**src/rtl/exmon_pkg.sv**
```systemverilog
package exmon_pkg;
  localparam logic [1:0] OP_RD  = 2'b00;
  localparam logic [1:0] OP_WR  = 2'b01;
  localparam logic [1:0] OP_CLR = 2'b10;
  localparam logic [1:0] RSP_OKAY   = 2'b00;
  localparam logic [1:0] RSP_EXOKAY = 2'b01;
endpackage

```
**src/rtl/exmon_victim.sv**
```systemverilog
module exmon_victim #(
  parameter int NE = 8,
  parameter int RW = 3
) (
  input  logic          vld_i  [NE],
  input  logic [RW-1:0] rank_i [NE],
  output logic [RW-1:0] idx_o
);
  logic found;
  always_comb begin
    found = 1'b0;
    idx_o = '0;
    for (int j = 0; j < NE; j++) begin
      if (!vld_i[j] && !found) begin
        idx_o = RW'(j);
        found = 1'b1;
      end
    end
    // all busy: oldest reservation carries the highest rank
    if (!found) begin
      for (int j = 0; j < NE; j++) begin
        if (rank_i[j] == RW'(NE-1)) idx_o = RW'(j);
      end
    end
  end
endmodule

```
**src/rtl/exmon_stage.sv**
```systemverilog
module exmon_stage
  import exmon_pkg::*;
#(
  parameter int NE   = 8,
  parameter int ID_W = 4,
  parameter int GA_W = 29,
  parameter int RW   = 3
) (
  input  logic            vld_i,
  input  logic [1:0]      op_i,
  input  logic            excl_i,
  input  logic [ID_W-1:0] id_i,
  input  logic [GA_W-1:0] ga_i,
  input  logic            t_vld_i  [NE],
  input  logic [ID_W-1:0] t_id_i   [NE],
  input  logic [GA_W-1:0] t_ga_i   [NE],
  input  logic [RW-1:0]   t_rank_i [NE],
  output logic            t_vld_o  [NE],
  output logic [ID_W-1:0] t_id_o   [NE],
  output logic [GA_W-1:0] t_ga_o   [NE],
  output logic [RW-1:0]   t_rank_o [NE],
  output logic            rsp_vld_o,
  output logic [1:0]      rsp_code_o,
  output logic            we_o
);
  logic [RW-1:0] vic_idx, own_idx, slot;
  logic          own_hit, hit;

  exmon_victim #(.NE(NE), .RW(RW)) u_victim (
    .vld_i (t_vld_i),
    .rank_i(t_rank_i),
    .idx_o (vic_idx)
  );

  always_comb begin
    own_hit = 1'b0;
    own_idx = '0;
    hit     = 1'b0;
    for (int j = 0; j < NE; j++) begin
      if (t_vld_i[j] && t_id_i[j] == id_i) begin
        if (!own_hit) own_idx = RW'(j);
        own_hit = 1'b1;
        if (t_ga_i[j] == ga_i) hit = 1'b1;
      end
    end
    slot = own_hit ? own_idx : vic_idx;
  end

  always_comb begin
    for (int j = 0; j < NE; j++) begin
      t_vld_o[j]  = t_vld_i[j];
      t_id_o[j]   = t_id_i[j];
      t_ga_o[j]   = t_ga_i[j];
      t_rank_o[j] = t_rank_i[j];
    end
    rsp_vld_o  = vld_i;
    rsp_code_o = RSP_OKAY;
    we_o       = 1'b0;
    if (vld_i) begin
      case (op_i)
        OP_RD: if (excl_i) begin
          for (int j = 0; j < NE; j++)
            if (t_rank_i[j] < t_rank_i[slot]) t_rank_o[j] = t_rank_i[j] + 1'b1;
          t_rank_o[slot] = '0;
          t_vld_o[slot]  = 1'b1;
          t_id_o[slot]   = id_i;
          t_ga_o[slot]   = ga_i;
          rsp_code_o     = RSP_EXOKAY;
        end
        OP_WR: if (!excl_i || hit) begin
          we_o = 1'b1;
          if (excl_i) rsp_code_o = RSP_EXOKAY;
          for (int j = 0; j < NE; j++)
            if (t_ga_i[j] == ga_i) t_vld_o[j] = 1'b0;
        end
        OP_CLR: begin
          for (int j = 0; j < NE; j++)
            if (t_id_i[j] == id_i) t_vld_o[j] = 1'b0;
        end
        default: ;
      endcase
    end
  end
endmodule

```
**src/rtl/excl_monitor.sv**
```systemverilog
module excl_monitor
  import exmon_pkg::*;
#(
  parameter int NP   = 2,
  parameter int NE   = 8,
  parameter int ID_W = 4,
  parameter int AW   = 32,
  parameter int GRAN = 3
) (
  input  logic             clk_i,
  input  logic             rst_ni,
  input  logic [NP-1:0]    req_vld_i,
  input  logic [2*NP-1:0]  req_op_i,
  input  logic [NP-1:0]    req_excl_i,
  input  logic [ID_W*NP-1:0] req_id_i,
  input  logic [AW*NP-1:0] req_addr_i,
  output logic [NP-1:0]    rsp_vld_o,
  output logic [2*NP-1:0]  rsp_code_o,
  output logic [NP-1:0]    mem_we_o
);
  localparam int GA_W = AW - GRAN;
  localparam int RW   = (NE > 1) ? $clog2(NE) : 1;

  logic            q_vld  [NE];
  logic [ID_W-1:0] q_id   [NE];
  logic [GA_W-1:0] q_ga   [NE];
  logic [RW-1:0]   q_rank [NE];

  logic            c_vld  [NP+1][NE];
  logic [ID_W-1:0] c_id   [NP+1][NE];
  logic [GA_W-1:0] c_ga   [NP+1][NE];
  logic [RW-1:0]   c_rank [NP+1][NE];

  logic [NP-1:0]   s_vld, s_we;
  logic [2*NP-1:0] s_code;

  always_comb begin
    for (int j = 0; j < NE; j++) begin
      c_vld[0][j]  = q_vld[j];
      c_id[0][j]   = q_id[j];
      c_ga[0][j]   = q_ga[j];
      c_rank[0][j] = q_rank[j];
    end
  end

  // ports applied serially, lowest index first
  for (genvar p = 0; p < NP; p++) begin : g_port
    exmon_stage #(.NE(NE), .ID_W(ID_W), .GA_W(GA_W), .RW(RW)) u_stage (
      .vld_i     (req_vld_i[p]),
      .op_i      (req_op_i[2*p +: 2]),
      .excl_i    (req_excl_i[p]),
      .id_i      (req_id_i[ID_W*p +: ID_W]),
      .ga_i      (req_addr_i[AW*p+GRAN +: GA_W]),
      .t_vld_i   (c_vld[p]),
      .t_id_i    (c_id[p]),
      .t_ga_i    (c_ga[p]),
      .t_rank_i  (c_rank[p]),
      .t_vld_o   (c_vld[p+1]),
      .t_id_o    (c_id[p+1]),
      .t_ga_o    (c_ga[p+1]),
      .t_rank_o  (c_rank[p+1]),
      .rsp_vld_o (s_vld[p]),
      .rsp_code_o(s_code[2*p +: 2]),
      .we_o      (s_we[p])
    );
  end

  always_ff @(posedge clk_i or negedge rst_ni) begin
    if (!rst_ni) begin
      for (int j = 0; j < NE; j++) begin
        q_vld[j]  <= 1'b0;
        q_id[j]   <= '0;
        q_ga[j]   <= '0;
        q_rank[j] <= RW'(j);
      end
      rsp_vld_o  <= '0;
      rsp_code_o <= '0;
      mem_we_o   <= '0;
    end else begin
      for (int j = 0; j < NE; j++) begin
        q_vld[j]  <= c_vld[NP][j];
        q_id[j]   <= c_id[NP][j];
        q_ga[j]   <= c_ga[NP][j];
        q_rank[j] <= c_rank[NP][j];
      end
      rsp_vld_o  <= s_vld;
      rsp_code_o <= s_code;
      mem_we_o   <= s_we;
    end
  end
endmodule

```
**config.mk**
```make
export PLATFORM = sky130hd
export DESIGN_NAME = excl_monitor
export DESIGN_NICKNAME = d
export VERILOG_FILES = /design/src/rtl/exmon_pkg.sv /design/src/rtl/exmon_victim.sv /design/src/rtl/exmon_stage.sv /design/src/rtl/excl_monitor.sv
export SDC_FILE = /design/constraint.sdc
export NUM_CORES = 1
export LEC_CHECK = 0
export ABC_AREA = 1
export BUFFER_PORTS_ARGS = -buffer_cell sky130_fd_sc_hd__buf_2
export CORE_ASPECT_RATIO = 2
export CORE_UTILIZATION = 40
export DETAILED_ROUTE_END_ITERATION = 7
export PLACE_DENSITY_LB_ADDON = 0.1
export SLEW_MARGIN = 20
export SYNTH_ARGS = -nofsm -noshare
export SYNTH_HDL_FRONTEND = slang
export SYNTH_SLANG_ARGS = --single-unit
```
**constraint.sdc**
```tcl
create_clock -name clk_i -period 6.9 [get_ports clk_i]
set_input_delay 1.035 -clock clk_i [delete_from_list [all_inputs] [get_ports clk_i]]
set_output_delay 1.035 -clock clk_i [all_outputs]
set_load 0.02 [all_outputs]
```
# Word-level counts from Yosys, hierarchy flattened
# Index checks and enable logic that the tools add are counted.
# totals
ff_bits	304
in_bits	82
out_inout_bits	8
wordCells	483
# classes
n_addsub	16
n_lt_le_gt_ge	20
n_eq_ne	52
muxes	288
n_bitwise	8
reduce_logical	64
# op_table
op	n
232-bit 2-to-1 mux	6
232-bit bitwise mux	2
29-bit == test	16
3-bit 2-to-1 mux	126
32-bit 2-to-1 mux	6
29-bit demux with 3-bit select	2
24-bit 2-to-1 mux	6
1-bit 2-to-1 mux	111
32-bit bitwise mux	2
4-bit == test	16
29-bit 2-to-1 mux	2
3-bit by 1-bit adder with 3-bit output (second input constant)	16
24-bit AND	2
3-bit == test (second input constant)	16
3-bit less-than comparator	16
8-bit 2-to-1 mux	6
24-bit inverter	2
8-bit case mux with 3 select lines	2
1-bit logical AND	32
1-bit logical NOT	28
4-bit demux with 3-bit select	2
3-bit binary-select mux with 3-bit select	2
3-bit demux with 3-bit select	2
8-bit OR	2
other kinds (11)	25

# Longest topological paths before layout
# Gate-level depths: netlist of run 1.
# depth
ltp_word	84
ltp_mapped	57
ltp_nobuf	56

# Cells and area by module
# From an unflattened synthesis of run 1, not the netlist that was laid out.
# unflattened
cells_unflattened	3642
area_unflattened_um2	25264.2
# by_module_without_submodules
mod	n_inst	cells_each	area_per_inst_um2	seq_area_each_um2
exmon_stage (g_port[1].u_stage)	1	1664	8857.2	0.0
exmon_stage (g_port[0].u_stage)	1	1584	8334.2	0.0
excl_monitor	1	304	7622.3	7622.3
exmon_victim	2	45	225.2	0.0

# Worst setup path before layout of run 1
# OpenSTA, ideal clock, no wires.
# synth_timing
path_kind	in2reg
startpoint	in req_id_i[0]
endpoint	reg q_rank, in the netlist c_rank[63]
setup_ps	117
arrival_time_ps	7422
required_time_ps	6783
path_slack_ps	-639
path_stages	44
path_buffers	2
path_cell_list	buf_6 -> xnor2_1 -> nand4_1 -> nor2_1 -> inv_2 -> nand2_4 -> nor2_8 -> nand3_1 -> nand2_1 -> a21oi_4 -> nand2_8 -> inv_6 -> nor2_8 -> a221oi_1 -> nand2_1 -> ha_1 -> a21oi_1 -> nand2_1 -> [... 8 more ...] -> nand2_1 -> nand2_1 -> nand2_1 -> nand2_1 -> nand2_1 -> nand2_4 -> nand2_4 -> buf_6 -> nand2_1 -> o21ai_0 -> a2111oi_0 -> ha_1 -> inv_1 -> a21oi_2 -> nand2_1 -> nand3_2 -> o21ai_1 -> nor2_1
# synth_lines
element	line_no	source
start, declared	excl_monitor.sv:15	input logic [ID_W*NP-1:0] req_id_i,
end signal, assigned by index	excl_monitor.sv:74	q_rank[j] <= RW'(j);
end signal, assigned by index	excl_monitor.sv:84	q_rank[j] <= c_rank[NP][j];
end, declared	excl_monitor.sv:27	logic [RW-1:0] q_rank [NE];

==> results of run 1 <==
[power groups by stage]
stage               Sequential (W)  Combinational (W)  Clock, W
finish                     0.00312            0.00916   0.00183
global route               0.00321             0.0101   0.00192
CTS                        0.00309            0.00835   0.00187
detailed placement         0.00312            0.00824         0
global placement           0.00309            0.00809         0
floorplan                  0.00298            0.00528         0
[area by class of cell]
cell class                      count  area (sq um)
Tap cell                          786           983
Timing Repair Buffer              358          2770
Inverter                          348          1330
Fill cell                        6295         32200
Clock buffer                       52           978
Clock inverter                      9          70.1
Antenna cell                        3          7.51
Sequential cell                   302          7570
Multi-Input combinational cell   2737         15900
[per-stage QoR]
stage | instance area (sq um) | total power (W) | util | TNS, ns | hold WS [ns]
2_1_floorplan | 25100 | 0.00826 | - | 0 | 0.602
3_3_place_gp | 27600 | 0.0112 | 0.447 | -24.74 | 0.628
3_5_place_dp | 27600 | 0.0114 | 0.447 | -38.41 | 0.659
4_1_cts | 28700 | 0.0133 | 0.465 | 0 | 0.608
5_1_grt | 29600 | 0.0152 | 0.478 | -0.764 | 0.457
6_report | 29600 | 0.0141 | 0.478 | 0 | 0.421
[cells by family after synthesis]
group	after synthesis	share of synthesized area
compound gates	716	0.153
xor+xnor	438	0.153
fa+ha+maj	56	0.0280
flops	302	0.302
other cells	1	0.000150
mux	7	0.00314
simple gates	1518	0.270
buf+inv	553	0.0911
[metal layers]
metal,GRT usage,vias to the layer above,share of wire
li1,-,12000,-
met1,0.340,12000,0.33
met2,0.605,962,0.51
met3,0.0492,352,0.053
met4,0.294,2,0.10
met5,0,-,0.000074
[state kept, by name, indices dropped and copies added, names as in the netlist]
name and count:
c_ga 232, c_id 32, c_rank 24, c_vld 8, mem_we_o 2, rsp_code_o 2, rsp_vld_o 2
[worst paths after layout]
kind | startpoint | to | slack (ns) | cells after the start
worst max-delay path | c_rank[54] | c_rank[63] | 0.25 | 43
worst max register to register | c_rank[54] | c_rank[63] | 0.25 | 43
max in group asynchronous | rst_ni | c_rank[58] | 5.07 | 2
min in group clk_i | c_ga[556] | c_ga[556] | 0.67 | 4
worst min-delay path | rst_ni | c_ga[614] | 0.42 | 1
worst min register to register | c_ga[556] | c_ga[556] | 0.67 | 4
[repair_timing]
action	CTS	global route
setup buffers	2	25
gates resized for setup	11	140
endpoints found under the hold margin	0	0
pin swaps	2	60
setup endpoints to repair	24	25
[cell usage in the layout (no fill, tap or decap), types with 76 or more instances in the layout]
cell type / count
o21ai_0: 445
nor2_1: 219
xor2_1: 333
xnor2_1: 97
buf_4: 255
nand2_1: 852
dfrtp_1: 290
nand3_1: 142
buf_2: 76
o21ai_1: 98
inv_1: 303
a21oi_1: 81
==> flow_summary.ini, run 1 <==
[power]
seqPwrFrac = 0.221
p_int_w = 0.00729
ir_drop_v = 0.000245
pwr-share-clk = 0.130
sw_frac_of_total = 0.484
p_per_area_nw_per_um2 = 477
p_leak_nw = 14.4
power.net_switching_w = 0.00683
p_comb_frac = 0.649

[worst_setup_path]
crit_family = simple AND/OR/NAND/NOR gates
startpoint_type = flip-flop
critPathCaptureType = flip-flop
worstPathMaxFanout = 7
worst_path_max_delay_cell = dfstp_2
setup.worst_path.class = flip-flop to flip-flop
crit_arrival_ns = 7.10
critPathMaxStageDelay_ns = 0.58
cp_data_required_time_ns = 7.34
path_buf_inv = 6

[logic_synthesis]
ys_ff_latch = 302
synth.most_common_cell = nand2_1
yosysTopAreaCell = dfrtp_1
synth_area_leaders = dfrtp_1 (29%), nand2_1 (13%), xor2_1 (12%)
synth_edf_count = 0
synth_common_cells = nand2_1 (882), o21ai_0 (452), xor2_1 (334)
synth_ff_type = dfrtp_1
async_flop_share = 1.00
ys_warn_count = 0
synth.top_cell.area_share = 0.290
syn-cell-area_sq_um = 25100
yosysSeqAreaShare = 0.302
avgSynthCellArea_sq_um = 6.98
synth.distinct_cells = 66
synthCells = 3591

[timing]
relSlewSlack = 0.363
max_freq_ghz = 0.150
tightestPinTransition_ns = 0.956
slew_viol_final = 0
layout_setup_ws_ns = 0.248
hold_viol = 0
setup_viol = 0
min_period_over_period = 0.964
clock-skew-final_ns = 0.0264
fin_crit_ns = 6.65

[global_routing]
grt_max_degree = 122
grt_pass1_vias = 24400
grt_remaining_overflow = 0
grt_pass1_wl_um = 157000
grt_use_total = 0.340
antenna_found_initial = 5

[clock_network]
clk_latency_ns = 0.57
clk_pin_slew_worst_paths_ns = 0.07
cts_sinks = 302
cts_hold_buf = 0
numCtsBuffers = 34
cts_max_level = 2
clockBufferDepth = 3
cts_root_buffer = clkbuf_16
cts_tree = done

[routing]
wl_per_cell_um = 23.5
drc = 0
ant_nets = 0
dr.pass1.iters = 6
drt_iter0_drc = 2024
avgViaCountPerCell = 5.51
vias = 25300
wl_um = 108000

[run]
cap_violations = 0

[floorplanning]
io_pins = 90
initial_core_util = 0.405
die_w_um = 179
die_h_um = 356
die_area_sq_um = 63700
num_rows = 129
core_area_sq_um = 61800

[cells_and_area]
final_layout_size_suffix_gt1_frac = 0.182
area.growth.synth_to_final_pct = 18.0
nets = 3919
layout.cells.non_filler = 4595

[placed_design]
dp_hpwl_um = 81700
dp_cells = 4503
io_buffers = 81
dp_slack_ns = -0.844
gp_congestion = 0.980

[worst_hold_path]
hp-class = input port to asynchronous set/reset pin

[status]
status = completed
Power figures use the tool's default switching activity.
==> inputs of run 2 (changes only) <==
REMOVE_ABC_BUFFERS = 1   (was not set)
==> run 2 against run 1 <==
Compared with the run above: sequential power rose by 1%; routed wire length rose by 7.0%; cell area rose by 5.6%; critical path depth rose by 10; utilization rose by 2.7 points; fmax fell by 2.1%; register-to-register slack barely moved; count of clock-buffer cells in the layout rose by 1; combinational power rose by 14%; largest cell class unchanged.
==> flow_summary.ini, run 2 (synthesized netlist as in run 1, its figures left out) <==
[routing]
ant_nets = 0
avgViaCountPerCell = 5.45
wl_per_cell_um = 24.3
drt_iter0_drc = 1905
dr.pass1.iters = 6
drc = 0
wl_um = 116000
vias = 25900

[cells_and_area]
area.growth.synth_to_final_pct = 24.6
nets = 4081
fin_area_sq_um = 31200
final_layout_size_suffix_gt1_frac = 0.232
layout.cells.non_filler = 4757
regArea_sq_um = 7580
fillerInstances = 6197
multiInputGateArea_sq_um = 16100
largest_reg_flops = 232
final_common_cell = nand2_1
layout_common_cells = nand2_1 (837), o21ai_0 (443), buf_4 (403)

[placed_design]
io_buffers = 81
gp_congestion = 0.999
dp_hpwl_um = 88400
placed_area_sq_um = 28600
dp_cells = 4627

[power]
pwr-share-clk = 0.127
p_int_w = 0.00808
p_leak_nw = 15.4
p_comb_frac = 0.670
seqPwrFrac = 0.204
p_per_area_nw_per_um2 = 497
sw_frac_of_total = 0.479
power.net_switching_w = 0.00744
ir_drop_v = 0.000276

[floorplanning]
num_rows = 129
io_pins = 90
initial_core_util = 0.405
core_area_sq_um = 61800
die_area_sq_um = 63700
die_w_um = 179
die_h_um = 356

[run]
cap_violations = 0

[status]
status = completed

[timing]
rsz0062_at_grt = yes
setup_viol = 0
slew_viol_final = 0
max_freq_ghz = 0.147
tightestPinTransition_ns = 1.19
hold_viol = 0
min_period_over_period = 0.984
relSlewSlack = 0.195
fin_crit_ns = 6.79
clock-skew-final_ns = 0.0331

[global_routing]
grt_max_degree = 153
grt_pass1_wl_um = 164000
grt_pass1_vias = 25400
grt_remaining_overflow = 0
grt_use_total = 0.364
antenna_found_initial = 6

[clock_network]
cts_hold_buf = 0
cts_tree = done
cts_sinks = 302
cts_root_buffer = clkbuf_16
clk_latency_ns = 0.58
numCtsBuffers = 35
clockBufferDepth = 3
clk_pin_slew_worst_paths_ns = 0.07
cts_max_level = 2

[worst_setup_path]
crit_arrival_ns = 7.27
crit_start = req_id_i[2]
setup.worst_path.class = input port to flip-flop
critPathCaptureType = flip-flop
reg2reg_from = c_rank[64]
cp_data_required_time_ns = 7.37
startpoint_type = input port
worstPathMaxFanout = 6
critPathMaxStageDelay_ns = 0.27
worst_path_max_delay_cell = xnor2_2
critPathMostFrequentCell = nand2_2

[worst_hold_path]
hp-class = input port to asynchronous set/reset pin
[run 2: cell types whose count changed in the layout (fill, tap and decap cells not counted), moves of 9 or more]
cell | before | now
nand2_1 | 852 | 837
nand3_1 | 142 | 133
nand2_2 | 42 | 56
buf_6 | 6 | 15
buf_4 | 255 | 403
[run 2: path summary, 6_finish.rpt]
path / endpoint / depth (start not counted) / slack (ns)
setup / recovery: c_rank[69] / 53 / 0.11
hold / removal: c_vld[22] / 1 / 0.52
setup reg to reg: c_rank[69] / 48 / 0.26
hold reg to reg: c_id[76] / 4 / 0.65
max in group asynchronous: c_ga[537] / 2 / 4.83
min in group clk_i: c_id[76] / 4 / 0.65
[run 2: power groups by stage]
stage | registers (W) | logic [W] | clock network (W)
global route | 0.00324 | 0.0113 | 0.00204
floorplan | 0.00298 | 0.00517 | 0
detailed placement | 0.00316 | 0.00881 | 0
global placement | 0.00313 | 0.00864 | 0
finish | 0.00316 | 0.0104 | 0.00197
CTS | 0.00313 | 0.00907 | 0.00200
[run 2: cell type report]
class / count / share of cell area
flip-flops and latches: 302 / 0.242
diodes: 4 / 0.000320
well taps: 786 / 0.0315
repair buffers: 519 / 0.130
clock buffers: 53 / 0.0344
multi-input cells: 2737 / 0.516
clock inverters: 8 / 0.00276
inverters: 348 / 0.0423
[run 2: critical path: cells and delay by family]
family / cells / cell delay, ns
xor gates and xnor gates: 1 / 0.27
and+or+nand+nor: 26 / 2.38
buffers and inverters: 14 / 1.46
adders and majority gates: 4 / 0.80
AOI/OAI and AO/OA: 8 / 1.28
[run 2: what timing repair did]
action	CTS	global route
setup endpoints to repair	24	40
pin swaps	8	102
resized for setup	31	202
setup buffers	24	42
[run 2: through the flow]
step	total power (W)	setup slack, ns	util	hold WS, ns	TNS [ns]
after global routing	0.0166	-0.199	0.505	0.574	-3.33
after CTS	0.0142	0.0178	0.487	0.545	0
final	0.0155	0.108	0.505	0.516	0
after floorplan	0.00815	-0.482	-	0.602	-10.12
after detailed placement	0.0120	-0.987	0.463	0.638	-34.09
after global placement	0.0118	-0.898	0.463	0.619	-27.61
[run 2: layer usage]
metal  wire length, um  up-vias  global-route usage
met5                29        -                   0
met4             15800        4               0.413
met3              5090      458              0.0487
met2             59000      916               0.648
met1             35700    12200               0.326
li1                  -    12300                   -
==> inputs of run 3 (changes only) <==
BUFFER_PORTS_ARGS = not set   (was -buffer_cell sky130_fd_sc_hd__buf_2)
DONT_BUFFER_PORTS = 1   (was not set)
==> run 3 against run 2 <==
Compared with the run above: clock power barely moved; clock skew shrank 0.0051 ns; cell area is 6.2% lower; critical endpoint is now c_rank[48]; total power is 7.6% lower; largest power group unchanged; critical path depth is 8 lower; final cell count decreased by 4.2%; utilization down 3.1 points.
==> flow_summary.ini, run 3 (synthesized netlist as in run 1, its figures left out) <==
[routing]
drc = 0
ant_nets = 0
drt_iter0_drc = 1754
wl_per_cell_um = 24.9
vias = 25300
avgViaCountPerCell = 5.54
dr.pass1.iters = 8
wl_um = 113000

[power]
ir_drop_v = 0.000256
p_per_area_nw_per_um2 = 489
p_leak_nw = 14.3

[clock_network]
clk_latency_ns = 0.57
cts_sinks = 302
cts_root_buffer = clkbuf_16
clk_pin_slew_worst_paths_ns = 0.06
cts_tree = done
cts_max_level = 2
numCtsBuffers = 35
cts_hold_buf = 0
clockBufferDepth = 3

[worst_setup_path]
r2r-end = c_rank[48]
reg2reg_slack_ns = 0.26
critPathCaptureType = flip-flop
startpoint_type = input port
cp_data_required_time_ns = 7.39
crit_arrival_ns = 7.21
reg2reg_from = c_id[83]
critPathMostFrequentCell = buf_4
crit_family = simple AND/OR/NAND/NOR gates
path_buf_inv = 10
critPathMaxStageDelay_ns = 0.28
worstPathMaxFanout = 13
setup.worst_path.class = input port to flip-flop
worst_path_max_delay_cell = o22ai_1
worst_r2r_path_depth = 45

[global_routing]
grt_pass1_vias = 25100
grt_max_degree = 303
grt_pass1_wl_um = 163000
grt_remaining_overflow = 0
grt_use_total = 0.360
antenna_found_initial = 3

[floorplanning]
die_w_um = 179
die_h_um = 356
initial_core_util = 0.405
core_area_sq_um = 61800
die_area_sq_um = 63700
io_pins = 90
num_rows = 129

[placed_design]
dp_cells = 4476
dp_hpwl_um = 87100
io_buffers = 0
gp_congestion = 1.00
dp_slack_ns = -0.675

[timing]
setup_viol = 0
hold_viol = 0
layout_setup_ws_ns = 0.184
fin_crit_ns = 6.72
slew_viol_final = 0
relSlewSlack = 0.368
max_freq_ghz = 0.149
tightestPinTransition_ns = 0.948
clock-skew-final_ns = 0.0280
min_period_over_period = 0.973

[worst_hold_path]
hp-class = input port to asynchronous set/reset pin

[cells_and_area]
multiInputGateArea_sq_um = 15600
fin_util = 0.474
final_layout_size_suffix_gt1_frac = 0.167
final_common_cell = nand2_1
layout_common_cells = nand2_1 (868), o21ai_0 (444), xor2_1 (334)
area.growth.synth_to_final_pct = 16.9
largest_reg_flops = 232
layout.cells.non_filler = 4557
fillerInstances = 6350
nets = 3883
regArea_sq_um = 7580

[status]
status = completed

[run]
cap_violations = 0
==> run 3: report_power, final <==
group          internal (W)  switching, W  total [W]  leakage [nW]
Clock               0.00114      0.000859    0.00200         0.572
Sequential          0.00254      0.000631    0.00317          3.74
Combinational       0.00379       0.00537    0.00917          10.0
==> run 3: worst max-delay path by stage <==
| stage | start | end | slack, ns | depth (start not counted) |
|---|---|---|---|---|
| after detailed placement | req_id_i[3] | c_rank[48] | -0.68 | 44 |
| final | req_id_i[3] | c_rank[48] | 0.18 | 45 |
| after floorplan | req_id_i[0] | c_rank[63] | -0.48 | 47 |
| after global routing | c_rank[66] | c_rank[48] | -0.11 | 48 |
| after global placement | req_id_i[3] | c_rank[48] | -0.46 | 45 |
| after CTS | c_rank[54] | c_rank[48] | 0.03 | 45 |
==> run 3: layout make-up <==
class	instances	area share
Clock buffer	52	0.0348
Multi-Input combinational cell	2737	0.532
Antenna cell	1	0.0000854
Sequential cell	302	0.259
Clock inverter	10	0.00525
Timing Repair Buffer	321	0.0903
Inverter	348	0.0450
Tap cell	786	0.0336
==> run 3: layer usage <==
metal,track usage,up-vias,part of all wire
met5,0,-,0.00027
met4,0.424,4,0.14
met1,0.311,12000,0.30
li1,-,11900,-
met3,0.0616,445,0.051
met2,0.639,892,0.51
==> run 3: timing repair <==
| action | CTS | global route |
|---|---|---|
| endpoints found under the setup margin | 13 | 24 |
| pin swaps | 0 | 26 |
| gates resized for setup | 8 | 84 |
| gates cloned | 0 | 0 |
| buffers inserted | 0 | 18 |
| hold endpoints to repair | 0 | 0 |
==> run 3: through the flow <==
step	hold slack [ns]	TNS [ns]	total power [W]	cell area, sq um
2_1_floorplan	0.602	-10.12	0.00815	24100
3_3_place_gp	0.629	-8.13	0.0115	27600
3_5_place_dp	0.647	-13.51	0.0118	27600
4_1_cts	0.156	0	0.0138	28800
5_1_grt	0.170	-1.14	0.0153	29300
6_report	0.189	0	0.0143	29300
